### src/rtl/ts_sync_pkg.sv
package ts_sync_pkg;

    localparam logic [7:0] DEF_SYNC_BYTE = 8'h47;
    localparam int         DEF_PERIOD    = 204;

    typedef enum logic [1:0] {
        FW_SEARCH = 2'd0,
        FW_ACQ    = 2'd1,
        FW_TRACK  = 2'd2
    } fw_state_e;

    typedef struct packed {
        logic       vld;
        logic [7:0] data;
    } abyte_t;

    function automatic logic [2:0] steps_decode(input logic [1:0] code);
        case (code)
            2'd0:    steps_decode = 3'd3;
            2'd1:    steps_decode = 3'd4;
            default: steps_decode = 3'd5;
        endcase
    endfunction

endpackage

### src/rtl/ts_cfg_watch.sv
module ts_cfg_watch #(
    parameter int PERIOD_W = 8
) (
    input  logic                clk,
    input  logic                rst,
    input  logic                cfg_serial,
    input  logic [7:0]          cfg_sync_byte,
    input  logic [PERIOD_W-1:0] cfg_period,
    input  logic [1:0]          cfg_steps,
    output logic                restart
);
    localparam int CFG_W = 1 + 8 + PERIOD_W + 2;

    logic [CFG_W-1:0] cfg_now;
    logic [CFG_W-1:0] cfg_q;

    assign cfg_now = {cfg_serial, cfg_sync_byte, cfg_period, cfg_steps};

    // Always tracks the inputs, also in reset, so release never looks like a change
    always_ff @(posedge clk) begin
        cfg_q <= cfg_now;
    end

    assign restart = rst || (cfg_now != cfg_q);

endmodule

### src/rtl/ts_byte_align.sv
module ts_byte_align
    import ts_sync_pkg::*;
(
    input  logic       clk,
    input  logic       rst,
    input  logic       serial,
    input  logic [7:0] sync_byte,
    input  logic       clear,
    input  logic       par_valid,
    input  logic [7:0] par_byte,
    input  logic       ser_valid,
    input  logic       ser_bit,
    output abyte_t     al
);
    logic [7:0] win;
    logic [7:0] win_next;
    logic [2:0] phase;
    logic       locked;

    assign win_next = {win[6:0], ser_bit};

    always_ff @(posedge clk) begin
        if (rst) begin
            win    <= '0;
            phase  <= '0;
            locked <= 1'b0;
            al     <= '0;
        end else begin
            al.vld <= 1'b0;
            if (ser_valid) begin
                win <= win_next;
            end
            if (clear) begin
                locked <= 1'b0;
                phase  <= '0;
            end else if (!serial) begin
                al.vld  <= par_valid;
                al.data <= par_byte;
            end else if (ser_valid) begin
                if (!locked) begin
                    // Hunting: only a marker match at any offset leaves here
                    if (win_next == sync_byte) begin
                        al.vld  <= 1'b1;
                        al.data <= win_next;
                        locked  <= 1'b1;
                        phase   <= '0;
                    end
                end else begin
                    if (phase == 3'd7) begin
                        al.vld  <= 1'b1;
                        al.data <= win_next;
                    end
                    phase <= phase + 3'd1;
                end
            end
        end
    end

endmodule

### src/rtl/ts_flywheel.sv
module ts_flywheel
    import ts_sync_pkg::*;
#(
    parameter int PERIOD_W = 8
) (
    input  logic                clk,
    input  logic                restart,
    input  abyte_t              al,
    input  logic [7:0]          sync_byte,
    input  logic [PERIOD_W-1:0] period,
    input  logic [2:0]          ts,
    output logic                go_search,
    output logic                sync_ok,
    output logic                pkt_start,
    output logic                out_valid,
    output logic [7:0]          out_byte
);
    fw_state_e           st, st_n;
    logic [PERIOD_W-1:0] pos, pos_n, pos_adv;
    logic [2:0]          hits, hits_n;
    logic [2:0]          misses, misses_n;
    logic                at_mark;
    logic                hit;

    assign at_mark = (pos == '0);
    assign hit     = (al.data == sync_byte);
    assign pos_adv = (pos == period - PERIOD_W'(1)) ? '0 : pos + PERIOD_W'(1);

    always_comb begin
        st_n     = st;
        pos_n    = pos;
        hits_n   = hits;
        misses_n = misses;
        if (al.vld) begin
            case (st)
                FW_SEARCH: begin
                    if (hit) begin
                        st_n   = FW_ACQ;
                        hits_n = 3'd1;
                        pos_n  = PERIOD_W'(1);
                    end
                end
                FW_ACQ: begin
                    pos_n = pos_adv;
                    if (at_mark) begin
                        if (hit) begin
                            hits_n = hits + 3'd1;
                            if (hits + 3'd1 >= ts) begin
                                st_n     = FW_TRACK;
                                misses_n = '0;
                            end
                        end else begin
                            st_n = FW_SEARCH;
                        end
                    end
                end
                FW_TRACK: begin
                    pos_n = pos_adv;
                    if (at_mark) begin
                        if (hit) begin
                            misses_n = '0;
                        end else begin
                            misses_n = misses + 3'd1;
                            if (misses + 3'd1 >= ts) begin
                                st_n = FW_SEARCH;
                            end
                        end
                    end
                end
                default: st_n = FW_SEARCH;
            endcase
        end
    end

    assign go_search = restart || ((st != FW_SEARCH) && (st_n == FW_SEARCH));

    always_ff @(posedge clk) begin
        if (restart) begin
            st        <= FW_SEARCH;
            pos       <= '0;
            hits      <= '0;
            misses    <= '0;
            sync_ok   <= 1'b0;
            pkt_start <= 1'b0;
            out_valid <= 1'b0;
            out_byte  <= '0;
        end else begin
            st        <= st_n;
            pos       <= pos_n;
            hits      <= hits_n;
            misses    <= misses_n;
            sync_ok   <= (st_n == FW_TRACK);
            out_valid <= al.vld && (st_n == FW_TRACK);
            pkt_start <= al.vld && at_mark && (st != FW_SEARCH) && (st_n == FW_TRACK);
            if (al.vld) begin
                out_byte <= al.data;
            end
        end
    end

endmodule

### src/rtl/ts_sync_acq.sv
module ts_sync_acq
    import ts_sync_pkg::*;
#(
    parameter int PERIOD_W = 8
) (
    input  logic                clk,
    input  logic                rst,
    input  logic                cfg_serial,
    input  logic [7:0]          cfg_sync_byte,
    input  logic [PERIOD_W-1:0] cfg_period,
    input  logic [1:0]          cfg_steps,
    input  logic                par_valid,
    input  logic [7:0]          par_byte,
    input  logic                ser_valid,
    input  logic                ser_bit,
    output logic                sync_ok,
    output logic                pkt_start,
    output logic                out_valid,
    output logic [7:0]          out_byte
);
    logic   restart;
    logic   go_search;
    abyte_t al;

    ts_cfg_watch #(.PERIOD_W(PERIOD_W)) u_cfg (
        .clk           (clk),
        .rst           (rst),
        .cfg_serial    (cfg_serial),
        .cfg_sync_byte (cfg_sync_byte),
        .cfg_period    (cfg_period),
        .cfg_steps     (cfg_steps),
        .restart       (restart)
    );

    ts_byte_align u_align (
        .clk       (clk),
        .rst       (rst),
        .serial    (cfg_serial),
        .sync_byte (cfg_sync_byte),
        .clear     (go_search),
        .par_valid (par_valid),
        .par_byte  (par_byte),
        .ser_valid (ser_valid),
        .ser_bit   (ser_bit),
        .al        (al)
    );

    ts_flywheel #(.PERIOD_W(PERIOD_W)) u_fw (
        .clk       (clk),
        .restart   (restart),
        .al        (al),
        .sync_byte (cfg_sync_byte),
        .period    (cfg_period),
        .ts        (steps_decode(cfg_steps)),
        .go_search (go_search),
        .sync_ok   (sync_ok),
        .pkt_start (pkt_start),
        .out_valid (out_valid),
        .out_byte  (out_byte)
    );

endmodule

### config.mk
export PLATFORM = sky130hd
export DESIGN_NAME = ts_sync_acq
export DESIGN_NICKNAME = d
export VERILOG_FILES = /design/src/rtl/ts_sync_pkg.sv /design/src/rtl/ts_cfg_watch.sv /design/src/rtl/ts_byte_align.sv /design/src/rtl/ts_flywheel.sv /design/src/rtl/ts_sync_acq.sv
export SDC_FILE = /design/constraint.sdc
export NUM_CORES = 1
export LEC_CHECK = 0
export BUFFER_PORTS_ARGS = -buffer_cell sky130_fd_sc_hd__buf_2
export CAP_MARGIN = 15
export CORE_MARGIN = 4
export CORE_UTILIZATION = 52
export DETAILED_ROUTE_END_ITERATION = 8
export PLACE_DENSITY = 0.86
export SLEW_MARGIN = 20
export SYNTH_ARGS = -nofsm -noshare
export SYNTH_HDL_FRONTEND = slang
export SYNTH_SLANG_ARGS = --single-unit
export TNS_END_PERCENT = 100
### constraint.sdc
create_clock -name clk -period 2.15 [get_ports clk]
set_input_delay 0.3225 -clock clk [delete_from_list [all_inputs] [get_ports clk]]
set_output_delay 0.3225 -clock clk [all_outputs]
set_load 0.02 [all_outputs]
# Word-level counts from Yosys, hierarchy flattened
# Cells that the tools add are included.
dict set report word_totals {
  regBits 66
  output_inout_bits 11
  input_bits 32
}
dict set report classes {
  n_reduce_logical 24
  muxes 32
  bitwise 1
  eq_ne 17
  n_lt_le_gt_ge 2
  add_sub_neg 5
}
# operator count
set op_table {}
lappend op_table {{$mux 9} 5}
lappend op_table {{$mux 3} 10}
lappend op_table {{$eq 8x8->1} 3}
lappend op_table {{$ne 19x19->1} 1}
lappend op_table {{$pmux 3 s2} 3}
lappend op_table {{$mux 2} 8}
lappend op_table {{$mux 8} 2}
lappend op_table {{$pmux 8 s2} 1}
lappend op_table {{$ne 2x1->1 const B} 6}
lappend op_table {{$reduce_bool 2->1} 5}
lappend op_table {{$add 3x1->3 const B} 3}
lappend op_table {{$add 8x1->8 const B} 1}
lappend op_table {{$logic_not 8->1} 1}
lappend op_table {{$sub 8x1->8 const B} 1}
lappend op_table {{$ge 3x3->1} 2}
lappend op_table {{$logic_not 2->1} 3}
lappend op_table {{$pmux 2 s3} 1}
lappend op_table {{$reduce_and 3->1} 2}
lappend op_table {{$reduce_and 6->1} 1}
lappend op_table {{$logic_and 1x1->1} 5}
lappend op_table {{$reduce_and 5->1} 1}
lappend op_table {{$eq 2x1->1 const B} 2}
lappend op_table {{$eq 2x2->1 const B} 2}
lappend op_table {{$reduce_and 4->1} 1}
lappend op_table {{other kinds (8)} 11}

# Depth between registers and ports, before layout
dict set report depth {
  ltp_word 13
  ltp_mapped 9
  ltp_nobuf 9
}

# Modules after synthesis
# A second synthesis with hierarchy kept.
dict set report hier_totals {
  hier_cells 381
  hier_area_um2 3570.9
}
# module cells_each area_per_inst_um2 n_inst
set modules_own_cells {}
lappend modules_own_cells {ts_flywheel 229 1918.1 1}
lappend modules_own_cells {ts_byte_align 104 1042.2 1}
lappend modules_own_cells {ts_cfg_watch 45 594.3 1}
lappend modules_own_cells {ts_sync_acq 3 16.3 1}

# Worst setup path after synthesis
# Ideal clock, no wire load.
dict set report synth_timing {
  kind {input-to-reg}
  start {in cfg_steps[1]}
  end {reg, netlist name u_align.al[0]}
  t_required_ps 2078
  slack_ps -72
  path_buffers 0
  t_arrival_ps 2150
  stages 9
  path_cell_list {nand2b_1 -> ha_1 -> nand2b_1 -> o21ai_0 -> a21oi_1 -> a21oi_1 -> o21ai_2 -> a311oi_4 -> mux2i_1}
}
dict set report synth_between {
  elab_chain_cells 13
  elab_cells_between_ends 20
  cone_classes {2 x order compare; 2 x eq/ne; 9 x mux; 1 x bitwise; 6 x reduce/logical}
}
# element line
set synth_lines {}
lappend synth_lines {{from (decl)} ts_sync_acq.sv:11} ;# input logic [1:0] cfg_steps,
lappend synth_lines {{$eq 2x1->1 / $logic_not 2->1 (equally long branches)} ts_sync_pkg.sv:18} ;# case (code)
lappend synth_lines {{$pmux 3 s2} ts_sync_pkg.sv:18}
lappend synth_lines {{$ge 3x3->1 (on tied branches)} {ts_flywheel.sv:64, ts_flywheel.sv:48}}
lappend synth_lines {{$mux 2 (on tied branches)} {ts_flywheel.sv:64, ts_flywheel.sv:48}}
lappend synth_lines {{$mux 2 (on tied branches)} {ts_flywheel.sv:60, ts_flywheel.sv:46}}
lappend synth_lines {{$mux 2 (on tied branches)} {ts_flywheel.sv:59, ts_flywheel.sv:45}}
lappend synth_lines {{$pmux 2 s3} ts_flywheel.sv:35} ;# case (st)
lappend synth_lines {{$mux 2} ts_flywheel.sv:34} ;# if (al.vld) begin
lappend synth_lines {{$logic_not 2->1} ts_flywheel.sv:75} ;# assign go_search = restart || ((st != FW_SEARCH) && (st_n == FW_SEARCH));
lappend synth_lines {{$logic_and 1x1->1} ts_flywheel.sv:75}
lappend synth_lines {{$logic_or 1x1->1 *} ts_flywheel.sv:75}
lappend synth_lines {{$not 1->1 (no line) *} n/a}
lappend synth_lines {{$reduce_and 4->1 (no line) *} n/a}
# Mark *: on every way between the ends. The rest lies on a longest branch, timed or not.
# A chain may end at the register's enable or synchronous reset.

# Final worst setup path
dict set report layout_timing {
  start {reg u_align.win[6]}
  end {reg, netlist name u_align.al[7]}
}
dict set report layout_between {
  elab_chain_cells 4
  elab_cells_between_ends 8
  cone_classes {2 x eq/ne; 5 x mux; 1 x reduce/logical}
}
# element line
set layout_lines {}
lappend layout_lines {{from (decl)} ts_byte_align.sv:15} ;# logic [7:0] win;
lappend layout_lines {{from (signal assigned)} ts_byte_align.sv:31} ;# win <= win_next;
lappend layout_lines {{parallel branches: the longest is 4 deep, another holds $eq 8x8->1} n/a}
# Several ways; the timed one is not identified. The select of a mux whose other input is x is not followed.

==> metrics <==
cell area after synthesis 0.003343 mm²; CTS buffer count 9; IO Pins 43; hold path depth 1; HP Class in2reg; largest net degree at the start of global routing 17; Die Wd about 88 µm; Final Non-Filler Cells roughly 530; Worst Hold Path EP u_cfg.cfg_q[9]$_DFF_P_; PD cells 582.9 mW/mm²; worst-path fanout max 8; Syn Nets ~400; Max clock buf depth 2; Final WS setup -0.4299 ns; Overall Global Routing Usage 23.49%; number of enable flip-flop cells after synthesis 0; grt total ovfl 0; Clock transition at path regs 0.07 ns; GR Util met3 7.150%; Hold Path Origin cfg_period[7]; Synth Area in XOR/XNOR 13.62%; FF-to-FF Start u_align.win[6]$_SDFFE_PP0P_; failing checks setup timing; drt drc 0; worst-skew pair later-pin latency 0.36 ns; CP Capture Type flip-flop; Initial Util 54.84%; 1st-iter DRT viols 220; largest family of logic cells by synthesized area simple AND/OR/NAND/NOR gates; Simple-Gate Fraction of Synth Area ~20%; final setup TNS -4.853 ns; Max Cap Viol 0; reg2reg setup slack -0.43 ns; Routed wire per std cell ~18 µm; Routed Antenna Nets 0; IO buf count 42; synthesis-stage register bit count 66; multiplexer share of the synthesized area under 10%; P_leak 0.001849 µW; sequential area share after synthesis around two fifths; core region area just over 0.006 mm²; Mapped Cells approximately 360; data arrival time of the worst path between 2 and 3 ns; count of cell types in the netlist 48; asr flop ratio synth 0%; vias in the first global route roughly 3,000; P&R area growth vs syn 33.72%; H-tree depth 3; Total Power roughly 2600 µW; Final Util approximately 73%; number of antenna violations at the first check in global routing 0; post-synthesis compound-gate area fraction a little under an eighth; final slew viol count 0; GRT met2 Usage 40.11%; Initial DRT Pass Iterations 4; Worst R2R End u_align.al[7]$_SDFFE_PP0P_; DP Cell Count approximately 500; layout cell share with drive strength beyond 1 approximately 34%; Chip Height 88.18 µm; WS Path Type reg2reg; Post-Synth Adder-Cell Area between 4 and 5%; Worst-Margin Slew between 0.6 and 0.7 ns; final period utilization 120.0%; row count 28; n_diodes 0; final-layout fill cell count slightly above 400; syn_area_per_cell 9.391 µm²; met1 GRT Util around a quarter; yosys warns 0; die area roughly 0.008 mm²; Via density 5.689; GPL Wtd Cong 0.8370; maximum VDD drop between 0.0005 and 0.0006 V; CP Launch Type flip-flop; busiest metal layer after global routing met2; FF-to-FF path depth 8; CTS tree built; clock skew 0.01252 ns; clk root buf clkbuf_8; first-pass GRT wire length approximately 14 mm; RSZ-0062 raised after global routing true; fin crit period 2.580 ns; max frequency ~390 MHz; fin nets about 500; Most used DFF post-synth dfxtp_1; endpoints failing hold 0; WP data required about 2.4 ns; via count roughly 3,000; dpl hpwl between 6 and 7 mm; DRT Wirelength between 9 and 10 mm; total clock sinks 66; relative slew slack 55.21%; Hold WS approximately 0.13 ns; final setup fails 23; status finished with violations
where the power goes:
| part | switching [µW] | total [µW] | internal (µW) |
|---|---|---|---|
| sequential | 11.4 | 1250 | 1240 |
| clock | 485 | 1150 | 662 |
| combinational | 111 | 207 | 96.3 |
worst max-delay path, cell delays in order (launching register included):
cell and delay [ns]:
dfxtp_1 0.35, xor2_1 0.19, nor4_1 0.48, a21oi_1 0.23, a211oi_1 0.34, nor2_1 0.16
a311oi_4 0.36, buf_12 0.18, mux2i_1 0.21
layout make-up:
class	count	area, µm²	share of cell area, %
inverter	17	63.81	1.427
clock inverter	3	45.04	1.008
timing repair buffer	96	639.4	14.30
tap	75	93.84	2.099
clock buffer	13	178.9	4.002
multi-input combinational	264	2111	47.22
sequential	66	1339	29.95
cell families (layout without fill, tap and decap cells):
family / Yosys count / in the layout
and+or+nand+nor: 118 / 118
DFF: 66 / 66
AOI/OAI and AO/OA: 57 / 57
xor gates and xnor gates: 52 / 52
buffers and inverters: 26 / 129
muxes: 24 / 24
adders and majority gates: 13 / 13
cell usage in the layout (no fill, tap or decap), drive strengths merged, types with 11 or more instances in the layout:
| cell type | instances |
|---|---|
| clkbuf | 13 |
| a21oi | 24 |
| xnor2 | 15 |
| nor2 | 42 |
| inv | 17 |
| dfxtp | 66 |
| xor2 | 37 |
| nand2b | 17 |
| buf | 96 |
| ha | 13 |
| mux2i | 24 |
| nand2 | 12 |
| nor4 | 11 |
repair_timing:
action	CTS	global route
setup endpoints to repair	16	24
pin swaps	10	14
setup buffers	7	10
hold endpoints to repair	0	0
hold buffers	0	0
resized for setup	16	29
worst max-delay path by stage:
stage | slack (ns) | end | startpoint
6_report | -0.43 | u_align.al[7]$_SDFFE_PP0P_ | u_align.win[6]$_SDFFE_PP0P_
5_1_grt | -0.49 | u_align.al[7]$_SDFFE_PP0P_ | u_align.win[6]$_SDFFE_PP0P_
4_1_cts | -0.06 | u_align.al[0]$_SDFFE_PP0P_ | u_align.al[5]$_SDFFE_PP0P_
3_5_place_dp | -0.29 | u_fw.pkt_start$_SDFF_PP0_ | cfg_steps[1]
3_3_place_gp | -0.15 | u_fw.pkt_start$_SDFF_PP0_ | cfg_steps[1]
2_1_floorplan | 0.003 | u_align.al[0]$_SDFFE_PP0P_ | u_fw.pos[0]$_SDFFE_PP0P_
metal layers:
metal	wire length [µm]	vias up
met5	0	-
met2	4771	126
li1	-	1434
met1	3832	1442
met4	357	0
met3	658	36
sequential cells by signal (all words and copies together), names as in the netlist:
register,flops
u_align.al,9
u_fw.st,2
u_fw.misses,3
u_fw.pkt_start,1
u_fw.hits,3
u_align.win,7
u_align.locked,1
u_align.phase,3
u_fw.pos,8
u_cfg.cfg_q,19
u_fw.out_valid,1
u_fw.out_byte,8
u_fw.sync_ok,1
synth_stat cells, types with 2 or more instances:
library cell	count	share of area, %
and2_1	2	0.37
clkbuf_1	4	0.45
nor3_1	6	0.90
nor4_4	2	1.3
nand2b_1	17	3.2
nand4_1	7	1.3
nor4b_2	2	0.90
a21oi_1	23	3.4
xnor2_1	15	3.9
a211oi_1	4	0.90
nand2_1	12	1.3
nand3_1	6	0.90
and3_1	4	0.75
xor2_1	37	9.7
nor2_1	42	4.7
inv_1	17	1.9
o21ai_0	5	0.75
a22oi_1	10	2.2
o21a_1	2	0.45
ha_1	13	4.9
o31a_1	2	0.52
nor3b_1	2	0.45
dfxtp_1	66	40
buf_2	2	0.30
nor4_1	8	1.5
mux2i_1	24	7.2
metrics by stage:
step                      setup WS (ns)  area (µm²)
after floorplan                0.003134        3351
after global placement          -0.1545        3900
after detailed placement        -0.2948        3900
after CTS                      -0.06356        4269
after global routing            -0.4878        4471
final                           -0.4299        4471
(Power assumes the default switching activity.)
